$ cat src/rtl/dirc_pkg.sv
package dirc_pkg;

  typedef enum logic [1:0] {
    ST_INV = 2'd0,
    ST_SHR = 2'd1,
    ST_MOD = 2'd2
  } blk_st_e;

  // shorter way round a ring of n nodes
  function automatic int unsigned ring_hops(int unsigned a, int unsigned b, int unsigned n);
    int unsigned d;
    d = (a > b) ? (a - b) : (b - a);
    return (d > n - d) ? (n - d) : d;
  endfunction

endpackage

$ cat src/rtl/ring_pick.sv
module ring_pick #(
  parameter int NPROC = 4,
  localparam int PID_W = $clog2(NPROC)
) (
  input  logic [PID_W-1:0] origin,
  input  logic [NPROC-1:0] cand,
  output logic [NPROC-1:0] pick
);
  import dirc_pkg::*;

  int unsigned hops [NPROC];

  generate
    for (genvar g = 0; g < NPROC; g++) begin : g_hops
      always_comb hops[g] = ring_hops(int'(origin), g, NPROC);
    end
  endgenerate

  always_comb begin
    int unsigned best;
    pick = '0;
    best = NPROC;
    // ascending scan with strict compare keeps the lower index on a tie
    for (int i = 0; i < NPROC; i++) begin
      if (cand[i] && hops[i] < best) begin
        best = hops[i];
        pick = NPROC'(1) << i;
      end
    end
  end

endmodule

$ cat src/rtl/dir_store.sv
module dir_store #(
  parameter int NPROC = 4,
  parameter int NBLK  = 16,
  localparam int BLK_W = $clog2(NBLK)
) (
  input  logic                 clk,
  input  logic                 rst_n,
  input  logic [BLK_W-1:0]     lk_blk,
  output dirc_pkg::blk_st_e    lk_st,
  output logic [NPROC-1:0]     lk_sh,
  input  logic                 upd_en,
  input  logic [BLK_W-1:0]     upd_blk,
  input  dirc_pkg::blk_st_e    upd_st,
  input  logic [NPROC-1:0]     upd_sh
);
  import dirc_pkg::*;

  blk_st_e          st_q [NBLK];
  logic [NPROC-1:0] sh_q [NBLK];
  logic [NBLK-1:0]  wr_hit;

  generate
    for (genvar g = 0; g < NBLK; g++) begin : g_ent
      always_comb wr_hit[g] = upd_en && (upd_blk == BLK_W'(g));

      always_ff @(posedge clk or negedge rst_n) begin
        if (!rst_n) begin
          st_q[g] <= ST_INV;
          sh_q[g] <= '0;
        end else if (wr_hit[g]) begin
          st_q[g] <= upd_st;
          sh_q[g] <= upd_sh;
        end
      end
    end
  endgenerate

  always_comb begin
    lk_st = st_q[lk_blk];
    lk_sh = sh_q[lk_blk];
  end

endmodule

$ cat src/rtl/dir_decide.sv
module dir_decide #(
  parameter int NPROC = 4,
  localparam int PID_W = $clog2(NPROC),
  localparam int CNT_W = $clog2(NPROC + 1)
) (
  input  logic               req_valid,
  input  logic [PID_W-1:0]   req_proc,
  input  logic               req_write,
  input  logic [NPROC-1:0]   lk_sh,
  output logic [NPROC-1:0]   fwd_sel,
  output logic [NPROC-1:0]   inv_vec,
  output logic [CNT_W-1:0]   ack_cnt,
  output logic               mem_rd,
  output logic               upd_en,
  output dirc_pkg::blk_st_e  new_st,
  output logic [NPROC-1:0]   new_sh
);
  import dirc_pkg::*;

  logic [NPROC-1:0] req_oh;
  logic [NPROC-1:0] others;
  logic [NPROC-1:0] nearest;
  logic             self_holds;
  logic             need_data;

  ring_pick #(.NPROC(NPROC)) u_pick (
    .origin (req_proc),
    .cand   (others),
    .pick   (nearest)
  );

  always_comb begin
    req_oh     = NPROC'(1) << req_proc;
    others     = lk_sh & ~req_oh;
    self_holds = |(lk_sh & req_oh);
    need_data  = !req_write || !self_holds;

    fwd_sel = (req_valid && need_data && |others) ? nearest : '0;
    mem_rd  = req_valid && need_data && !(|others);
    inv_vec = (req_valid && req_write) ? others : '0;

    ack_cnt = '0;
    for (int i = 0; i < NPROC; i++) begin
      ack_cnt = ack_cnt + CNT_W'(inv_vec[i]);
    end

    upd_en = req_valid;
    new_st = req_write ? ST_MOD : ST_SHR;
    new_sh = req_write ? req_oh : (lk_sh | req_oh);
  end

endmodule

$ cat src/rtl/ring_dir_ctrl.sv
module ring_dir_ctrl #(
  parameter int NPROC = 4,
  parameter int NBLK  = 16,
  localparam int PID_W = $clog2(NPROC),
  localparam int BLK_W = $clog2(NBLK),
  localparam int CNT_W = $clog2(NPROC + 1)
) (
  input  logic             clk,
  input  logic             rst_n,
  input  logic             req_valid,
  input  logic [PID_W-1:0] req_proc,
  input  logic             req_write,
  input  logic [BLK_W-1:0] req_blk,
  output logic             fwd_valid,
  output logic [NPROC-1:0] fwd_sel,
  output logic [NPROC-1:0] inv_vec,
  output logic [CNT_W-1:0] ack_cnt,
  output logic             mem_rd,
  output logic [1:0]       blk_state,
  output logic [NPROC-1:0] blk_sharers
);
  import dirc_pkg::*;

  logic [1:0]       rsync_q;
  logic             rst_sync_n;
  blk_st_e          lk_st;
  logic [NPROC-1:0] lk_sh;
  logic             upd_en;
  blk_st_e          new_st;
  logic [NPROC-1:0] new_sh;
  logic [NPROC-1:0] req_oh;

  // reset asserts at once, releases after two clock edges
  always_ff @(posedge clk or negedge rst_n) begin
    if (!rst_n) rsync_q <= 2'b00;
    else        rsync_q <= {rsync_q[0], 1'b1};
  end
  assign rst_sync_n = rsync_q[1];

  dir_store #(.NPROC(NPROC), .NBLK(NBLK)) u_store (
    .clk     (clk),
    .rst_n   (rst_sync_n),
    .lk_blk  (req_blk),
    .lk_st   (lk_st),
    .lk_sh   (lk_sh),
    .upd_en  (upd_en),
    .upd_blk (req_blk),
    .upd_st  (new_st),
    .upd_sh  (new_sh)
  );

  dir_decide #(.NPROC(NPROC)) u_dec (
    .req_valid (req_valid),
    .req_proc  (req_proc),
    .req_write (req_write),
    .lk_sh     (lk_sh),
    .fwd_sel   (fwd_sel),
    .inv_vec   (inv_vec),
    .ack_cnt   (ack_cnt),
    .mem_rd    (mem_rd),
    .upd_en    (upd_en),
    .new_st    (new_st),
    .new_sh    (new_sh)
  );

  assign fwd_valid   = |fwd_sel;
  assign blk_state   = lk_st;
  assign blk_sharers = lk_sh;
  assign req_oh      = NPROC'(1) << req_proc;

  AST_FWD_ONEHOT: assert property (@(posedge clk) disable iff (!rst_sync_n)
    $onehot0(fwd_sel));
  AST_FWD_NOT_SELF: assert property (@(posedge clk) disable iff (!rst_sync_n)
    (fwd_sel & req_oh) == '0);
  AST_MEM_OR_FWD: assert property (@(posedge clk) disable iff (!rst_sync_n)
    !(mem_rd && fwd_valid));
  AST_INV_ON_WRITE: assert property (@(posedge clk) disable iff (!rst_sync_n)
    (!req_write |-> inv_vec == '0) and ((inv_vec & req_oh) == '0));
  AST_ACK_MATCH: assert property (@(posedge clk) disable iff (!rst_sync_n)
    int'(ack_cnt) == $countones(inv_vec));
  AST_IDLE_QUIET: assert property (@(posedge clk) disable iff (!rst_sync_n)
    !req_valid |-> (fwd_sel == '0 && inv_vec == '0 && ack_cnt == '0 && !mem_rd));
  AST_HOLDER_CONSIST: assert property (@(posedge clk) disable iff (!rst_sync_n)
    (blk_state == 2'(ST_INV)) == (blk_sharers == '0));
  AST_WRITE_OWN: assert property (@(posedge clk) disable iff (!rst_sync_n)
    ($past(rst_sync_n) && $past(req_valid && req_write) && req_blk == $past(req_blk))
    |-> (blk_state == 2'(ST_MOD) && blk_sharers == $past(req_oh)));
  AST_READ_JOIN: assert property (@(posedge clk) disable iff (!rst_sync_n)
    ($past(rst_sync_n) && $past(req_valid && !req_write) && req_blk == $past(req_blk))
    |-> (blk_state == 2'(ST_SHR) && (blk_sharers & $past(req_oh)) != '0));

endmodule

$ cat config.mk
export PLATFORM = sky130hd
export DESIGN_NAME = ring_dir_ctrl
export DESIGN_NICKNAME = d
export VERILOG_FILES = /design/src/rtl/dirc_pkg.sv /design/src/rtl/ring_pick.sv /design/src/rtl/dir_store.sv /design/src/rtl/dir_decide.sv /design/src/rtl/ring_dir_ctrl.sv
export SDC_FILE = /design/constraint.sdc
export NUM_CORES = 1
export LEC_CHECK = 0
export CAP_MARGIN = 20
export CELL_PAD_IN_SITES_DETAIL_PLACEMENT = 1
export CELL_PAD_IN_SITES_GLOBAL_PLACEMENT = 1
export CORE_MARGIN = 1
export CORE_UTILIZATION = 35
export DETAILED_ROUTE_END_ITERATION = 12
export PLACE_DENSITY_LB_ADDON = 0.1
export SLEW_MARGIN = 20
export SYNTH_ARGS = -nofsm -noshare
export SYNTH_HDL_FRONTEND = slang
export SYNTH_SLANG_ARGS = --single-unit
$ cat constraint.sdc
create_clock -name clk -period 19.8 [get_ports clk]
set_input_delay 3.96 -clock clk [delete_from_list [all_inputs] [get_ports clk]]
set_output_delay 3.96 -clock clk [all_outputs]
set_load 0.1 [all_outputs]
---- Word level (Yosys, flattened, before mapping) ----
Index checks and enable logic that the tools add are counted.
word-level totals
  bits in registers ....................... 98
  bits in latches ......................... 0
  bits in writable memories ............... 0
  ROM bits ................................ 0
  bits of input ports ..................... 10
  output and inout port bits .............. 19
  word-level logic and storage cells ...... 135
  memories kept ........................... 0
operators by class
  add/sub/neg operators ................... 13
  $mul .................................... 0
  div/mod/pow operators ................... 0
  $lt $le $gt $ge ......................... 12
  equality and inequality tests ........... 15
  shift operators ......................... 1
  mux-type cells .......................... 24
  bitwise gates (word level) .............. 5
  reductions and logical operators ........ 32
operators by type and width
  operator                 count
  $mux W32                 10
  $gt A32 B32 Y1           4
  $lt A32 B32 Y1           3
  $sub A3 B32 Y32 const A  3
  $eq A4 B4 Y1 const B     8
  $lt A32 B3 Y1 const B    1
  $mux W4                  8
  $logic_and A1 B1 Y1      24
  $bmux W4 S4              1
  $eq A4 B3 Y1 const B     4
  $reduce_or A4 Y1         3
  $and A4 B4 Y4            2
  $bmux W2 S4              1
  $eq A4 B2 Y1 const B     2
  $add A3 B1 Y3            2
  $mux W2                  3
  $sub A1 B2 Y3 const A    2
  $sub A2 B2 Y3 const A    2
  $ge A5 B5 Y1 const B     1
  $not A4 Y5               1
  $sub A4 B3 Y5 const A    1
  $eq A4 B1 Y1 const B     1
  $gt A2 B1 Y1 const B     2
  $logic_not A4 Y1         1
  other kinds (10)         12

---- Longest topological paths before layout ----
Gate-level depths: netlist (run 1).
  word-level depth ........................ 19
  mapped depth ............................ 26
  depth with buffers taken out ............ 22

---- Modules after synthesis ----
A second synthesis (run 1) with hierarchy kept.
second synthesis, totals
  cell total of the unflattened synthesis .. 394
  area, all modules ....................... 5287.6 um^2
by module, submodules not included
  module         instances  cells an instance  area an instance (um^2)  sequential area each (um^2)
  dir_store      1          281                4370.4                   2402.3
  ring_pick      1          57                 479.2                    0.0
  dir_decide     1          52                 376.6                    0.0
  ring_dir_ctrl  1          4                  61.3                     50.0

---- Least setup slack after synthesis (run 1) ----
No wires, ideal clock.
  path type ............................... input -> output
  from .................................... input port req_blk[3]
  to ...................................... output port fwd_sel[3]
  arrival ................................. 10.446 ns
  required time ........................... 15.840 ns
  slack ................................... 5.394 ns
  stages .................................. 22
  buffers on the path ..................... 2
  cells stage by stage .................... buf_6 -> inv_1 -> mux4_2 -> a32o_2 -> o21ai_0 -> inv_1 -> ha_1 -> nor2_1 -> o21ai_2 -> mux2i_1 -> ha_1 -> nand2_1 -> a21o_1 -> a311oi_2 -> or2_1 -> buf_4 -> a21o_1 -> ha_1 -> a21o_1 -> a211oi_1 -> inv_1 -> a211oi_1
on the way
  cells in the longest elaborated chain, start to end .. 17
  elaborated cells on any way between the ends .. 25
  those cells by class .................... order compare: 3; mux: 9; bitwise: 3; reduce/logical: 10
ends and longest elaborated chain
  item                                           RTL line             text
  from (decl)                                    ring_dir_ctrl.sv:13  input logic [BLK_W-1:0] req_blk,
  $not A4 Y5 (implied by the code) *             dir_store.sv:40      lk_sh = sh_q[lk_blk];
  $bmux W4 S4 *                                  dir_store.sv:40
  $mux W4 (implied by the code) * (2 in series)  dir_store.sv:40
  net blk_sharers[0]                             ring_dir_ctrl.sv:20  output logic [NPROC-1:0] blk_sharers
  $and A4 B4 Y4                                  dir_decide.sv:34     others = lk_sh & ~req_oh;
  $logic_and A1 B1 Y1                            ring_pick.sv:25      if (cand[i] && hops[i] < best) begin
  $mux W32                                       ring_pick.sv:25
  $lt A32 B32 Y1                                 ring_pick.sv:25
  $logic_and A1 B1 Y1                            ring_pick.sv:25
  $mux W32                                       ring_pick.sv:25
  $lt A32 B32 Y1                                 ring_pick.sv:25
  $logic_and A1 B1 Y1                            ring_pick.sv:25
  $mux W32                                       ring_pick.sv:25
  $lt A32 B32 Y1                                 ring_pick.sv:25
  $logic_and A1 B1 Y1                            ring_pick.sv:25
  $mux W4                                        ring_pick.sv:25
  $mux W4 *                                      dir_decide.sv:38     fwd_sel = (req_valid && need_data && |others) ? nearest : '0;
  to (decl)                                      ring_dir_ctrl.sv:15  output logic [NPROC-1:0] fwd_sel,
Mark *: on every way through the listed nets, which the timed path passes. The rest lies on a longest branch. The select of a mux whose other input is x is not followed.

---- Worst setup path in the final report (run 1) ----
  from .................................... input port req_blk[1]
  to ...................................... output port fwd_valid
on the way
  cells in the longest elaborated chain, start to end .. 18
  elaborated cells on any way between the ends .. 28
  those cells by class .................... order compare: 3; mux: 11; bitwise: 3; reduce/logical: 11
ends and longest elaborated chain
  item                                           RTL line             text
  $not A4 Y5 (implied by the code) *             dir_store.sv:40
  $bmux W4 S4 *                                  dir_store.sv:40
  $mux W4 (implied by the code) * (2 in series)  dir_store.sv:40
  $and A4 B4 Y4                                  dir_decide.sv:34
  $logic_and A1 B1 Y1                            ring_pick.sv:25
  $mux W32                                       ring_pick.sv:25
  $lt A32 B32 Y1                                 ring_pick.sv:25
  $logic_and A1 B1 Y1                            ring_pick.sv:25
  $mux W32                                       ring_pick.sv:25
  $lt A32 B32 Y1                                 ring_pick.sv:25
  $logic_and A1 B1 Y1                            ring_pick.sv:25
  $mux W32                                       ring_pick.sv:25
  $lt A32 B32 Y1                                 ring_pick.sv:25
  $logic_and A1 B1 Y1                            ring_pick.sv:25
  $mux W4                                        ring_pick.sv:25
  $mux W4 *                                      dir_decide.sv:38
  $reduce_or A4 Y1 *                             ring_dir_ctrl.sv:66  assign fwd_valid = |fwd_sel;
  to (decl)                                      ring_dir_ctrl.sv:14  output logic fwd_valid,
Mark *: on every way between the ends. The rest lies on a longest branch, timed or not. The select of a mux whose other input is x is not followed.

==> results_tabular.tex, run 1 <==
\begin{tabular}{lr}
\hline
Metric & Value \\
\hline
\multicolumn{2}{l}{\textbf{Yosys}} \\
\quad EDFF count, synth & 0 \\
\quad Fraction of the yosys area taken by sequential cells & 47.0\% \\
\quad Top\_reg\_cell synth & dfrtp\_1 \\
\quad Synth warnings & 0 \\
\quad Seq cells post-synth & 98 \\
\quad Number of distinct library cells after synthesis & 53 \\
\quad Async S/R FF share, synth & 100\% \\
\quad Synthesized area divided by synthesized cell count & 10.6 sq um \\
\quad Post-Synthesis Cell Area & 5220 sq um \\
\quad Synthesized netlist cell count & 494 \\
\multicolumn{2}{l}{\textbf{Setup path}} \\
\quad CP arrival & 10,610 ps \\
\quad Peak fanout along the critical path & 32 \\
\quad Setup CP Type & primary input to output pin \\
\quad Capture point of the worst path & fwd\_valid \\
\quad Worst flop-to-flop path endpoint & u\_store.sh\_q[17] \\
\quad Worst reg2reg setup slack & 17,480 ps \\
\quad Kind of end point of the critical path & output pin \\
\quad R2R depth & 7 \\
\quad First element of the critical path & req\_blk[1] \\
\quad CP Data Required Time & 15,840 ps \\
\quad Kind of launch point of the worst setup path & primary input \\
\quad R2R Path Start & u\_store.sh\_q[1] \\
\multicolumn{2}{l}{\textbf{Power and ir drop}} \\
\quad Power density of the placed cells & 114 nW/um\^{}2 \\
\quad Switching fraction of total power & 33.9\% \\
\quad Power Internal & 0.455 mW \\
\quad Fraction of power consumed by sequential logic & 40.0\% \\
\quad Clock share of power & 30.0\% \\
\quad Combinational power share & 30.0\% \\
\quad Overall power consumption & 0.689 mW \\
\quad Power spent charging and discharging nets & 0.234 mW \\
\quad Static Leak & 2.61 nW \\
\quad VDD IR-drop max & 51.0 uV \\
\multicolumn{2}{l}{\textbf{STA}} \\
\quad Final setup violation count & 0 \\
\quad Worst slew margin relative to its limit & 29.5\% \\
\quad Max Transition Viols Final & 0 \\
\quad Slew @ Worst Pin & 1050 ps \\
\quad Min setup slack post-route & 5230 ps \\
\quad Aggregate negative setup slack & 0 ps \\
\quad Final clock skew & 9.10 ps \\
\quad Hold Vio Cnt, Final & 0 \\
\quad Max Clk Rate & 68.7 MHz \\
\quad Minimum clock period & 14,570 ps \\
\quad Setup repair after global routing missed its margin & false \\
\quad Final period utilization & 73.6\% \\
\multicolumn{2}{l}{\textbf{Layout}} \\
\quad Layout cells sized above 1 & 14.7\% \\
\quad Fill cells & 1,633 \\
\quad Number of cells in the finished layout apart from fillers & 715 \\
\quad Area growth from synthesis to final layout & 15.7\% \\
\quad Area occupied by registers & 2460 sq um \\
\quad Commonest cells after routing, fill and taps aside & 97 x dfrtp\_1, 71 x nor2\_1, 55 x a21oi\_1 \\
\quad Final non-filler cell area & 6040 sq um \\
\quad Area occupied by multi-input gates & 2610 sq um \\
\quad Leading cell type in the layout, fill and taps excluded & dfrtp\_1 \\
\quad Post-layout net count & 553 \\
\quad Number of diodes added for antenna fixing & 0 \\
\multicolumn{2}{l}{\textbf{Global route}} \\
\quad Largest net degree at the start of global routing & 51 \\
\quad Global-route wire length before repair & 22.7 mm \\
\quad Via count of the first global-routing pass & 4,067 \\
\quad Overall track demand over capacity in global routing & 20.2\% \\
\quad Number of antenna violations at the first check in global routing & 0 \\
\quad Total congestion overflow & 0 \\
\multicolumn{2}{l}{\textbf{Clocking}} \\
\quad Number of clock sinks & 98 \\
\quad Clock tree from TritonCTS & yes \\
\quad H-tree depth & 3 \\
\quad Root buffer cell & clkbuf\_16 \\
\quad Post-cts gate resize count & 0 \\
\quad Later-pin clock latency in the skew report & 360 ps \\
\quad Number of buffers inserted during clock tree synthesis & 9 \\
\quad Max clock buf depth & 2 \\
\quad Post-CTS Hold Fix Bufs & 0 \\
\quad Setup bufs post-CTS & 0 \\
\quad Clock input transition at the sequential cells of the worst setup and hold paths & 70 ps \\
\multicolumn{2}{l}{\textbf{Floorplanning}} \\
\quad Row count & 44 \\
\quad I/O pin count & 29 \\
\quad Die extent in y & 124 microns \\
\quad Core Region & 14,500 sq um \\
\quad Starting density of the core & 35.9\% \\
\quad Die span in x & 124 microns \\
\quad Die area & 15,400 sq um \\
\multicolumn{2}{l}{\textbf{Placed design}} \\
\quad Dpl cells & 699 \\
\quad Final RePlAce weighted congestion & 0.788 \\
\quad Port Buf Inserts & 28 \\
\quad Area after detailed placement & 5690 sq um \\
\quad Half-perimeter wire length after detailed placement & 9.65 mm \\
\quad Pre-CTS WS & 5210 ps \\
\multicolumn{2}{l}{\textbf{Status}} \\
\quad Status & finished clean \\
\multicolumn{2}{l}{\textbf{Routing}} \\
\quad Routed wirelength normalized by instance count & 19.3 microns \\
\quad DR vias/cell & 5.30 \\
\quad Number of vias after detailed routing & 3,792 \\
\quad First-pass DRT Iterations & 6 \\
\quad Total length of routed wires & 13.8 mm \\
\quad Post-route ant nets & 0 \\
\quad Number of DRC violations after detailed-routing iteration 0 & 176 \\
\quad Post-route DRC & 0 \\
\multicolumn{2}{l}{\textbf{Worst hold path}} \\
\quad Class of the tightest hold or removal check & flip-flop to async pin \\
\multicolumn{2}{l}{\textbf{Flow run}} \\
\quad MaxCap Viol Count & 0 \\
\hline
\end{tabular}
[power by group through the flow]
stage	Sequential [mW]	Clock (mW)	Combinational, mW
floorplan	0.271	0	0.164
global placement	0.278	0	0.203
detailed placement	0.280	0	0.207
CTS	0.277	0.212	0.208
global route	0.283	0.218	0.227
finish	0.276	0.207	0.207
[sequential cells by signal (all words and copies together) (netlist names)]
register      flops
rsync_q           2
u_store.st_q     32
u_store.sh_q     64
[cells by family (layout without fill, tap and decap cells)]
logic type,count (synthesis),count (layout),share of synthesized area [%]
adder cells (fa/ha/maj),17,17,4.22
flip-flops,98,98,47.0
multiplexers,56,56,17.3
AND/OR/NAND/NOR,156,156,13.2
other,2,22,0.144
buffers and inverters,45,62,4.34
AO/OA/AOI/OAI,120,120,13.7
[final cells by class]
cell class | count | area share (%)
inverter | 8 | 0.497
tap | 184 | 3.81
sequential | 98 | 40.7
clock inverter | 6 | 1.87
multi-input combinational | 371 | 43.3
clock buffer | 10 | 3.96
timing repair buffer | 38 | 5.89
[synth_stat cells (all sizes together) (5+ instances only)]
library cell	count	area [sq um]
dfrtp	98	2450
nor2	71	267
a21oi	55	275
nand2	49	184
o21ai	36	184
clkbuf	25	93.8
mux4	25	567
mux2	21	236
ha	16	200
buf	12	103
mux2i	10	100
inv	8	30.0
nand3	7	40.0
a211oi	5	50.1
nand2b	5	31.3
nor2b	5	31.3
[stage by stage]
stage | utilization (%) | hold WS [ps]
2_1_floorplan | - | 331
3_3_place_gp | 39.1 | 343
3_5_place_dp | 39.1 | 337
4_1_cts | 41.5 | 362
5_1_grt | 41.5 | 376
6_report | 41.5 | 351
[critical path, cell delays in order]
cell and delay [ps]:
clkdlybuf4s50_1 450, buf_4 400, mux2_2 390, mux4_2 480, a32o_2 300, o21ai_0 160, inv_1 130, ha_1 310
nor2_1 130, o21ai_2 110, mux2i_1 160, ha_1 340, nand2_1 60, a21o_1 160, a311oi_2 260, or2_1 260
a21o_1 150, ha_1 230, a21o_1 180, a211oi_1 490, nand2_1 140, a31oi_1 190, clkdlybuf4s50_1 1150
[layer usage]
metal,vias to the layer above,part of all wire [%],GRT usage [%]
met5,-,0,0
met4,0,1.9,7.14
met3,15,2.8,3.66
met2,48,48,32.8
met1,1929,47,27.1
li1,1800,-,-
[worst min-delay path by stage]
stage / start / endpoint / slack, ps / cells past startpoint
CTS: rsync_q[0] / rsync_q[1] / 360 / 0
global route: rsync_q[0] / rsync_q[1] / 380 / 0
finish: rsync_q[1] / u_store.sh_q[32] / 350 / 0
global placement: rsync_q[0] / rsync_q[1] / 340 / 0
detailed placement: rsync_q[0] / rsync_q[1] / 340 / 0
floorplan: rsync_q[0] / rsync_q[1] / 330 / 0
No activity file was read; power rests on OpenSTA's default activity.
==> run 2: changes to the inputs <==
clock period = 14.6 ns   (was 19.8 ns; I/O delays follow)
==> run 2 against run 1 <==
  * Critical endpoint unchanged
  * Critical path depth decreased by 1
  * First-iteration DRC count fell by 15%
  * Sequential power rose by 36%
  * Critical path type unchanged
  * Global-route usage rose by 0.53 points
  * Power increased by 29%
  * Final area decreased by 1.4%
==> results_tabular.tex, run 2 (synthesis gave the netlist of run 1 again) <==
\begin{tabular}{lr}
\hline
Metric & Value \\
\hline
\multicolumn{2}{l}{\textbf{Floorplanning}} \\
\quad I/O pin count & 29 (unchanged) \\
\quad Die extent in y & 124 microns (unchanged) \\
\quad Starting density of the core & 35.9\% (unchanged) \\
\quad Die area & 15,400 sq um (unchanged) \\
\quad Die span in x & 124 microns (unchanged) \\
\quad Row count & 44 (unchanged) \\
\quad Core Region & 14,500 sq um (unchanged) \\
\multicolumn{2}{l}{\textbf{Placed design}} \\
\quad Final RePlAce weighted congestion & 0.851 (was 0.788) \\
\quad Area after detailed placement & 5680 sq um (was 5690 sq um) \\
\quad Dpl cells & 698 (was 699) \\
\quad Pre-CTS WS & 1800 ps (was 5210 ps) \\
\quad Half-perimeter wire length after detailed placement & 10.4 mm (was 9.65 mm) \\
\quad Port Buf Inserts & 28 (unchanged) \\
\multicolumn{2}{l}{\textbf{Global route}} \\
\quad Global-route wire length before repair & 23.3 mm (was 22.7 mm) \\
\quad Overall track demand over capacity in global routing & 20.8\% (was 20.2\%) \\
\quad Number of antenna violations at the first check in global routing & 0 (unchanged) \\
\quad Largest net degree at the start of global routing & 60 (was 51) \\
\quad Via count of the first global-routing pass & 4,176 (was 4,067) \\
\quad Total congestion overflow & 0 (unchanged) \\
\multicolumn{2}{l}{\textbf{Routing}} \\
\quad Number of DRC violations after detailed-routing iteration 0 & 150 (was 176) \\
\quad Post-route DRC & 0 (unchanged) \\
\quad DR vias/cell & 5.33 (was 5.30) \\
\quad First-pass DRT Iterations & 4 (was 6) \\
\quad Number of vias after detailed routing & 3,798 (was 3,792) \\
\quad Routed wirelength normalized by instance count & 19.9 microns (was 19.3 microns) \\
\quad Total length of routed wires & 14.2 mm (was 13.8 mm) \\
\quad Post-route ant nets & 0 (unchanged) \\
\multicolumn{2}{l}{\textbf{Setup path}} \\
\quad Kind of launch point of the worst setup path & primary input (unchanged) \\
\quad Critical-path top delay cell & clkdlybuf4s50\_1 (unchanged) \\
\quad Setup CP Type & primary input to output pin (unchanged) \\
\quad Kind of end point of the critical path & output pin (unchanged) \\
\quad Ordered list of cells on the worst path & clkdlybuf4s50\_1 -> mux2\_2 -> mux4\_2 -> a32o\_2 -> o21ai\_0 -> inv\_1 -> ha\_1 -> nor2\_1 -> o21ai\_2 -> mux2i\_1 -> ha\_1 -> nand2\_1 -> a21o\_1 -> a311oi\_2 -> or2\_1 -> a21o\_1 -> ha\_1 -> a21o\_1 -> a211oi\_1 -> nand2\_1 -> a31oi\_1 -> clkdlybuf4s50\_1 (was clkdlybuf4s50\_1 -> buf\_4 -> mux2\_2 -> mux4\_2 -> a32o\_2 -> o21ai\_0 -> inv\_1 -> ha\_1 -> nor2\_1 -> o21ai\_2 -> mux2i\_1 -> ha\_1 -> nand2\_1 -> a21o\_1 -> a311oi\_2 -> or2\_1 -> a21o\_1 -> ha\_1 -> a21o\_1 -> a211oi\_1 -> nand2\_1 -> a31oi\_1 -> clkdlybuf4s50\_1) \\
\quad CP arrival & 9790 ps (was 10,610 ps) \\
\quad R2R depth & 7 (unchanged) \\
\quad Peak fanout along the critical path & 19 (was 32) \\
\quad Critical Path Max Stage Delay & 1150 ps (about the same) \\
\quad Worst reg2reg setup slack & 11,700 ps (was 17,480 ps) \\
\quad R2R Path Start & u\_store.sh\_q[1] (unchanged) \\
\quad Worst flop-to-flop path endpoint & u\_store.sh\_q[37] (was u\_store.sh\_q[17]) \\
\quad CP Data Required Time & 11,680 ps (was 15,840 ps) \\
\multicolumn{2}{l}{\textbf{Layout}} \\
\quad Layout cells sized above 1 & 13.8\% (was 14.7\%) \\
\quad Registers with the most flip-flops & u\_store.sh\_q (64), u\_store.st\_q (32), rsync\_q (2) (unchanged) \\
\quad Commonest cells after routing, fill and taps aside & 97 x dfrtp\_1, 71 x nor2\_1, 55 x a21oi\_1 (unchanged) \\
\quad Final non-filler cell area & 5950 sq um (was 6040 sq um) \\
\quad Register containing the most flip-flops in the final layout & u\_store.sh\_q (unchanged) \\
\quad Number of diodes added for antenna fixing & 0 (unchanged) \\
\quad Leading cell type in the layout, fill and taps excluded & dfrtp\_1 (unchanged) \\
\quad Post-layout net count & 552 (was 553) \\
\quad Area growth from synthesis to final layout & 14.1\% (was 15.7\%) \\
\quad Fill cells & 1,643 (was 1,633) \\
\quad Number of cells in the finished layout apart from fillers & 712 (was 715) \\
\quad Utilization after layout & 41.0\% (was 41.5\%) \\
\quad Max FFs per register & 64 (unchanged) \\
\multicolumn{2}{l}{\textbf{Clocking}} \\
\quad Clock tree from TritonCTS & yes (unchanged) \\
\quad Max clock buf depth & 2 (unchanged) \\
\quad Post-cts gate resize count & 0 (unchanged) \\
\quad Number of clock sinks & 98 (unchanged) \\
\quad Post-CTS Hold Fix Bufs & 0 (unchanged) \\
\quad Setup bufs post-CTS & 0 (unchanged) \\
\quad Root buffer cell & clkbuf\_16 (unchanged) \\
\quad Later-pin clock latency in the skew report & 350 ps (was 360 ps) \\
\quad H-tree depth & 3 (unchanged) \\
\quad Clock input transition at the sequential cells of the worst setup and hold paths & 70 ps (about the same) \\
\quad Number of buffers inserted during clock tree synthesis & 9 (unchanged) \\
\multicolumn{2}{l}{\textbf{Status}} \\
\quad Status & finished clean (unchanged) \\
\multicolumn{2}{l}{\textbf{Power and ir drop}} \\
\quad Static Leak & 2.56 nW (was 2.61 nW) \\
\quad Power Internal & 0.576 mW (was 0.455 mW) \\
\quad VDD IR-drop max & 69.8 uV (was 51.0 uV) \\
\quad Power density of the placed cells & 149 nW/um\^{}2 (was 114 nW/um\^{}2) \\
\quad Combinational power share & 31.9\% (was 30.0\%) \\
\quad Fraction of power consumed by sequential logic & 42.2\% (was 40.0\%) \\
\quad Overall power consumption & 0.888 mW (was 0.689 mW) \\
\quad Clock share of power & 25.9\% (was 30.0\%) \\
\quad Switching fraction of total power & 35.2\% (was 33.9\%) \\
\quad Power spent charging and discharging nets & 0.312 mW (was 0.234 mW) \\
\multicolumn{2}{l}{\textbf{Flow run}} \\
\quad MaxCap Viol Count & 0 (unchanged) \\
\multicolumn{2}{l}{\textbf{STA}} \\
\quad Minimum clock period & 12,710 ps \\
\quad Worst slew margin relative to its limit & 32.2\% (was 29.5\%) \\
\quad Min setup slack post-route & 1890 ps (was 5230 ps) \\
\quad Hold Vio Cnt, Final & 0 (unchanged) \\
\quad Max Clk Rate & 78.7 MHz \\
\quad Setup repair after global routing missed its margin & false (unchanged) \\
\quad Final clock skew & 6.39 ps (was 9.10 ps) \\
\quad Max Transition Viols Final & 0 (unchanged) \\
\quad Aggregate negative setup slack & 0 ps (unchanged) \\
\quad Final setup violation count & 0 (unchanged) \\
\quad Worst hold-check slack & 298 ps (was 351 ps) \\
\quad Slew @ Worst Pin & 1010 ps (was 1050 ps) \\
\quad Final period utilization & 87.1\% \\
\multicolumn{2}{l}{\textbf{Worst hold path}} \\
\quad Class of the tightest hold or removal check & flip-flop to async pin (unchanged) \\
\hline
\end{tabular}
-- run 2: cell types whose count changed in the layout (fill, tap and decap cells not counted), sizes merged --
cell,delta
bufinv,-2
clkinv,-1
clkbuf,+1
clkinvlp,+1
inv,-1
buf,-1
-- run 2: power by group through the flow --
stage	registers [mW]	logic [mW]	clock network [mW]
after detailed placement	0.381	0.284	0
after global routing	0.384	0.310	0.246
after CTS	0.376	0.285	0.237
after global placement	0.377	0.277	0
after floorplan	0.367	0.222	0
final	0.375	0.283	0.230
-- run 2: worst max-delay path: cells and delay by family --
family,cells,cell delay (ps)
compound gates,9,2000
simple gates,4,620
buf+inv,3,2320
fa+ha+maj,3,870
mux,3,1030
-- run 2: how the worst max path moves through the flow --
stage,start,to,slack [ps]
floorplan,req_blk[3],fwd_sel[3],2270
finish,req_blk[1],fwd_valid,1890
global placement,req_blk[1],fwd_sel[3],2130
global route,req_blk[1],fwd_valid,1340
detailed placement,req_blk[1],fwd_valid,1800
CTS,req_blk[1],fwd_valid,1820
-- run 2: routing by layer --
layer / vias to the layer above / track usage [%] / part of all wire [%]
met5: - / 0 / 0
met4: 0 / 7.81 / 2.3
met3: 21 / 3.34 / 3.1
met2: 69 / 34.9 / 50
met1: 1916 / 26.8 / 44
li1: 1792 / - / -
-- run 2: area by class of cell --
class	count	area [sq um]	share of cell area [%]
inverter	8	30.0	0.504
timing repair buffer	37	348	5.84
tap	184	230	3.87
sequential	98	2460	41.3
multi-input combinational	371	2610	43.9
clock buffer	11	233	3.91
clock inverter	3	42.5	0.715
==> run 3: changes to the inputs <==
CORE_UTILIZATION = 40   (was 35)
TNS_END_PERCENT = 100   (was unset)
==> run 3 against run 2 <==
  * Cell count is 1.5% lower
  * Combinational power about the same
  * Critical path depth is the same
  * Worst hold slack improved by 3.5 ps
  * Flip-flop and latch count stayed put
  * Sequential power about the same
==> results_tabular.tex, run 3 (synthesis gave the netlist of run 1 again) <==
\begin{tabular}{lr}
\hline
Metric & Value \\
\hline
\multicolumn{2}{l}{\textbf{Status}} \\
\quad Status & finished clean (unchanged) \\
\multicolumn{2}{l}{\textbf{STA}} \\
\quad Final clock skew & 7.83 ps (was 6.39 ps) \\
\quad Minimum clock period & 12,440 ps (was 12,710 ps) \\
\quad Setup repair after global routing missed its margin & false (unchanged) \\
\quad Final period utilization & 85.2\% (was 87.1\%) \\
\quad Max Clk Rate & 80.4 MHz (was 78.7 MHz) \\
\quad Hold Vio Cnt, Final & 0 (unchanged) \\
\quad Final setup violation count & 0 (unchanged) \\
\quad Slew @ Worst Pin & 987 ps (was 1010 ps) \\
\quad Worst slew margin relative to its limit & 34.0\% (was 32.2\%) \\
\quad Aggregate negative setup slack & 0 ps (unchanged) \\
\quad Max Transition Viols Final & 0 (unchanged) \\
\multicolumn{2}{l}{\textbf{Power and ir drop}} \\
\quad Switching fraction of total power & 34.9\% (was 35.2\%) \\
\quad Clock share of power & 27.3\% (was 25.9\%) \\
\quad Power spent charging and discharging nets & 0.317 mW (was 0.312 mW) \\
\quad Fraction of power consumed by sequential logic & 41.6\% (was 42.2\%) \\
\quad Power Internal & 0.591 mW (was 0.576 mW) \\
\quad Static Leak & 2.58 nW (was 2.56 nW) \\
\quad Combinational power share & 31.1\% (was 31.9\%) \\
\quad Power density of the placed cells & 152 nW/um\^{}2 (was 149 nW/um\^{}2) \\
\quad VDD IR-drop max & 84.2 uV (was 69.8 uV) \\
\multicolumn{2}{l}{\textbf{Layout}} \\
\quad Max FFs per register & 64 (unchanged) \\
\quad Utilization after layout & 47.1\% (was 41.0\%) \\
\quad Register containing the most flip-flops in the final layout & u\_store.sh\_q (unchanged) \\
\quad Leading cell type in the layout, fill and taps excluded & dfrtp\_1 (unchanged) \\
\quad Layout cells sized above 1 & 14.4\% (was 13.8\%) \\
\quad Area growth from synthesis to final layout & 14.4\% (was 14.1\%) \\
\quad Post-layout net count & 551 (was 552) \\
\quad Number of cells in the finished layout apart from fillers & 701 (was 712) \\
\quad Registers with the most flip-flops & u\_store.sh\_q (64), u\_store.st\_q (32), rsync\_q (2) (unchanged) \\
\quad Commonest cells after routing, fill and taps aside & 97 x dfrtp\_1, 71 x nor2\_1, 55 x a21oi\_1 (unchanged) \\
\quad Number of diodes added for antenna fixing & 0 (unchanged) \\
\multicolumn{2}{l}{\textbf{Clocking}} \\
\quad Root buffer cell & clkbuf\_16 (unchanged) \\
\quad Setup bufs post-CTS & 0 (unchanged) \\
\quad Later-pin clock latency in the skew report & 350 ps (about the same) \\
\quad Number of buffers inserted during clock tree synthesis & 9 (unchanged) \\
\quad Clock input transition at the sequential cells of the worst setup and hold paths & 60 ps (was 70 ps) \\
\quad Post-cts gate resize count & 0 (unchanged) \\
\quad Number of clock sinks & 98 (unchanged) \\
\quad Max clock buf depth & 2 (unchanged) \\
\quad Clock tree from TritonCTS & yes (unchanged) \\
\quad Post-CTS Hold Fix Bufs & 0 (unchanged) \\
\quad H-tree depth & 3 (unchanged) \\
\multicolumn{2}{l}{\textbf{Setup path}} \\
\quad CP Data Required Time & 11,680 ps (about the same) \\
\quad CP arrival & 9520 ps (was 9790 ps) \\
\quad Setup CP Type & primary input to output pin (unchanged) \\
\quad Kind of end point of the critical path & output pin (unchanged) \\
\quad Peak fanout along the critical path & 13 (was 19) \\
\quad Kind of launch point of the worst setup path & primary input (unchanged) \\
\multicolumn{2}{l}{\textbf{Floorplanning}} \\
\quad Row count & 41 (was 44) \\
\quad Die area & 13,500 sq um (was 15,400 sq um) \\
\quad Die span in x & 116 microns (was 124 microns) \\
\quad Core Region & 12,700 sq um (was 14,500 sq um) \\
\quad Starting density of the core & 41.2\% (was 35.9\%) \\
\quad Die extent in y & 116 microns (was 124 microns) \\
\quad I/O pin count & 29 (unchanged) \\
\multicolumn{2}{l}{\textbf{Flow run}} \\
\quad MaxCap Viol Count & 0 (unchanged) \\
\multicolumn{2}{l}{\textbf{Placed design}} \\
\quad Half-perimeter wire length after detailed placement & 9.92 mm (was 10.4 mm) \\
\quad Dpl cells & 685 (was 698) \\
\quad Final RePlAce weighted congestion & 0.876 (was 0.851) \\
\quad Port Buf Inserts & 28 (unchanged) \\
\multicolumn{2}{l}{\textbf{Routing}} \\
\quad First-pass DRT Iterations & 4 (unchanged) \\
\quad DR vias/cell & 5.45 (was 5.33) \\
\quad Total length of routed wires & 13.8 mm (was 14.2 mm) \\
\quad Number of vias after detailed routing & 3,822 (was 3,798) \\
\quad Routed wirelength normalized by instance count & 19.7 microns (was 19.9 microns) \\
\quad Number of DRC violations after detailed-routing iteration 0 & 187 (was 150) \\
\quad Post-route DRC & 0 (unchanged) \\
\quad Post-route ant nets & 0 (unchanged) \\
\multicolumn{2}{l}{\textbf{Global route}} \\
\quad Via count of the first global-routing pass & 3,961 (was 4,176) \\
\quad Overall track demand over capacity in global routing & 23.1\% (was 20.8\%) \\
\quad Total congestion overflow & 0 (unchanged) \\
\quad Global-route wire length before repair & 22.8 mm (was 23.3 mm) \\
\quad Number of antenna violations at the first check in global routing & 0 (unchanged) \\
\quad Largest net degree at the start of global routing & 60 (unchanged) \\
\multicolumn{2}{l}{\textbf{Worst hold path}} \\
\quad Class of the tightest hold or removal check & flip-flop to async pin (unchanged) \\
\hline
\end{tabular}
-- run 3: layout make-up --
type	instances	area, sq um
multi-input cells	371	2610
clock buffers	12	267
clock inverters	4	48.8
repair buffers	36	340
inverters	8	30.0
flip-flops and latches	98	2460
well taps	172	215
fillers	1442	6700
-- run 3: metal layers --
layer | vias to the layer above | routed length [microns] | track usage, %
li1 | 1795 | - | -
met1 | 1959 | 6710 | 32.6
met2 | 50 | 6630 | 36.8
met3 | 18 | 240 | 2.96
met4 | 0 | 225 | 8.12
met5 | - | 0 | 0
-- run 3: worst paths after layout --
path | from | to | slack, ps | cells after the start
setup / recovery | req_blk[3] | fwd_valid | 2160 | 22
hold / removal | rsync_q[1] | u_store.sh_q[21] | 300 | 0
setup reg to reg | u_store.sh_q[7] | u_store.sh_q[47] | 12030 | 5
hold reg to reg | rsync_q[1] | u_store.sh_q[21] | 300 | 0
max in group asynchronous | rst_n | rsync_q[1] | 11740 | 1
min in group clk | rsync_q[0] | rsync_q[1] | 350 | 0
-- run 3: power by group through the flow --
stage | Clock, mW | Combinational (mW) | Sequential (mW)
floorplan | 0 | 0.222 | 0.367
global placement | 0 | 0.274 | 0.379
detailed placement | 0 | 0.283 | 0.381
CTS | 0.254 | 0.284 | 0.378
global route | 0.265 | 0.309 | 0.386
finish | 0.248 | 0.283 | 0.378
-- run 3: worst max-delay path, cell delays in order --
cell	delay [ps]
clkdlybuf4s50_1	900
inv_1	320
mux4_2	500
a32o_2	310
o21ai_0	140
inv_1	120
ha_1	310
nor2_1	150
o21ai_2	110
mux2i_1	160
ha_1	330
nand2_1	50
a21o_1	160
a311oi_2	270
or2_1	250
a21o_1	150
ha_1	230
a21o_1	190
a211oi_1	480
nand2_1	130
a31oi_1	180
clkdlybuf4s50_1	1150
-- run 3: metrics by stage --
stage | cell area [sq um] | setup slack, ps | hold slack [ps] | power [mW]
final | 5970 | 2160 | 302 | 0.908
after global routing | 5970 | 1700 | 344 | 0.959
after global placement | 5660 | 2280 | 314 | 0.653
after floorplan | 5290 | 2270 | 331 | 0.590
after CTS | 5970 | 2130 | 323 | 0.915
after detailed placement | 5660 | 2140 | 312 | 0.664
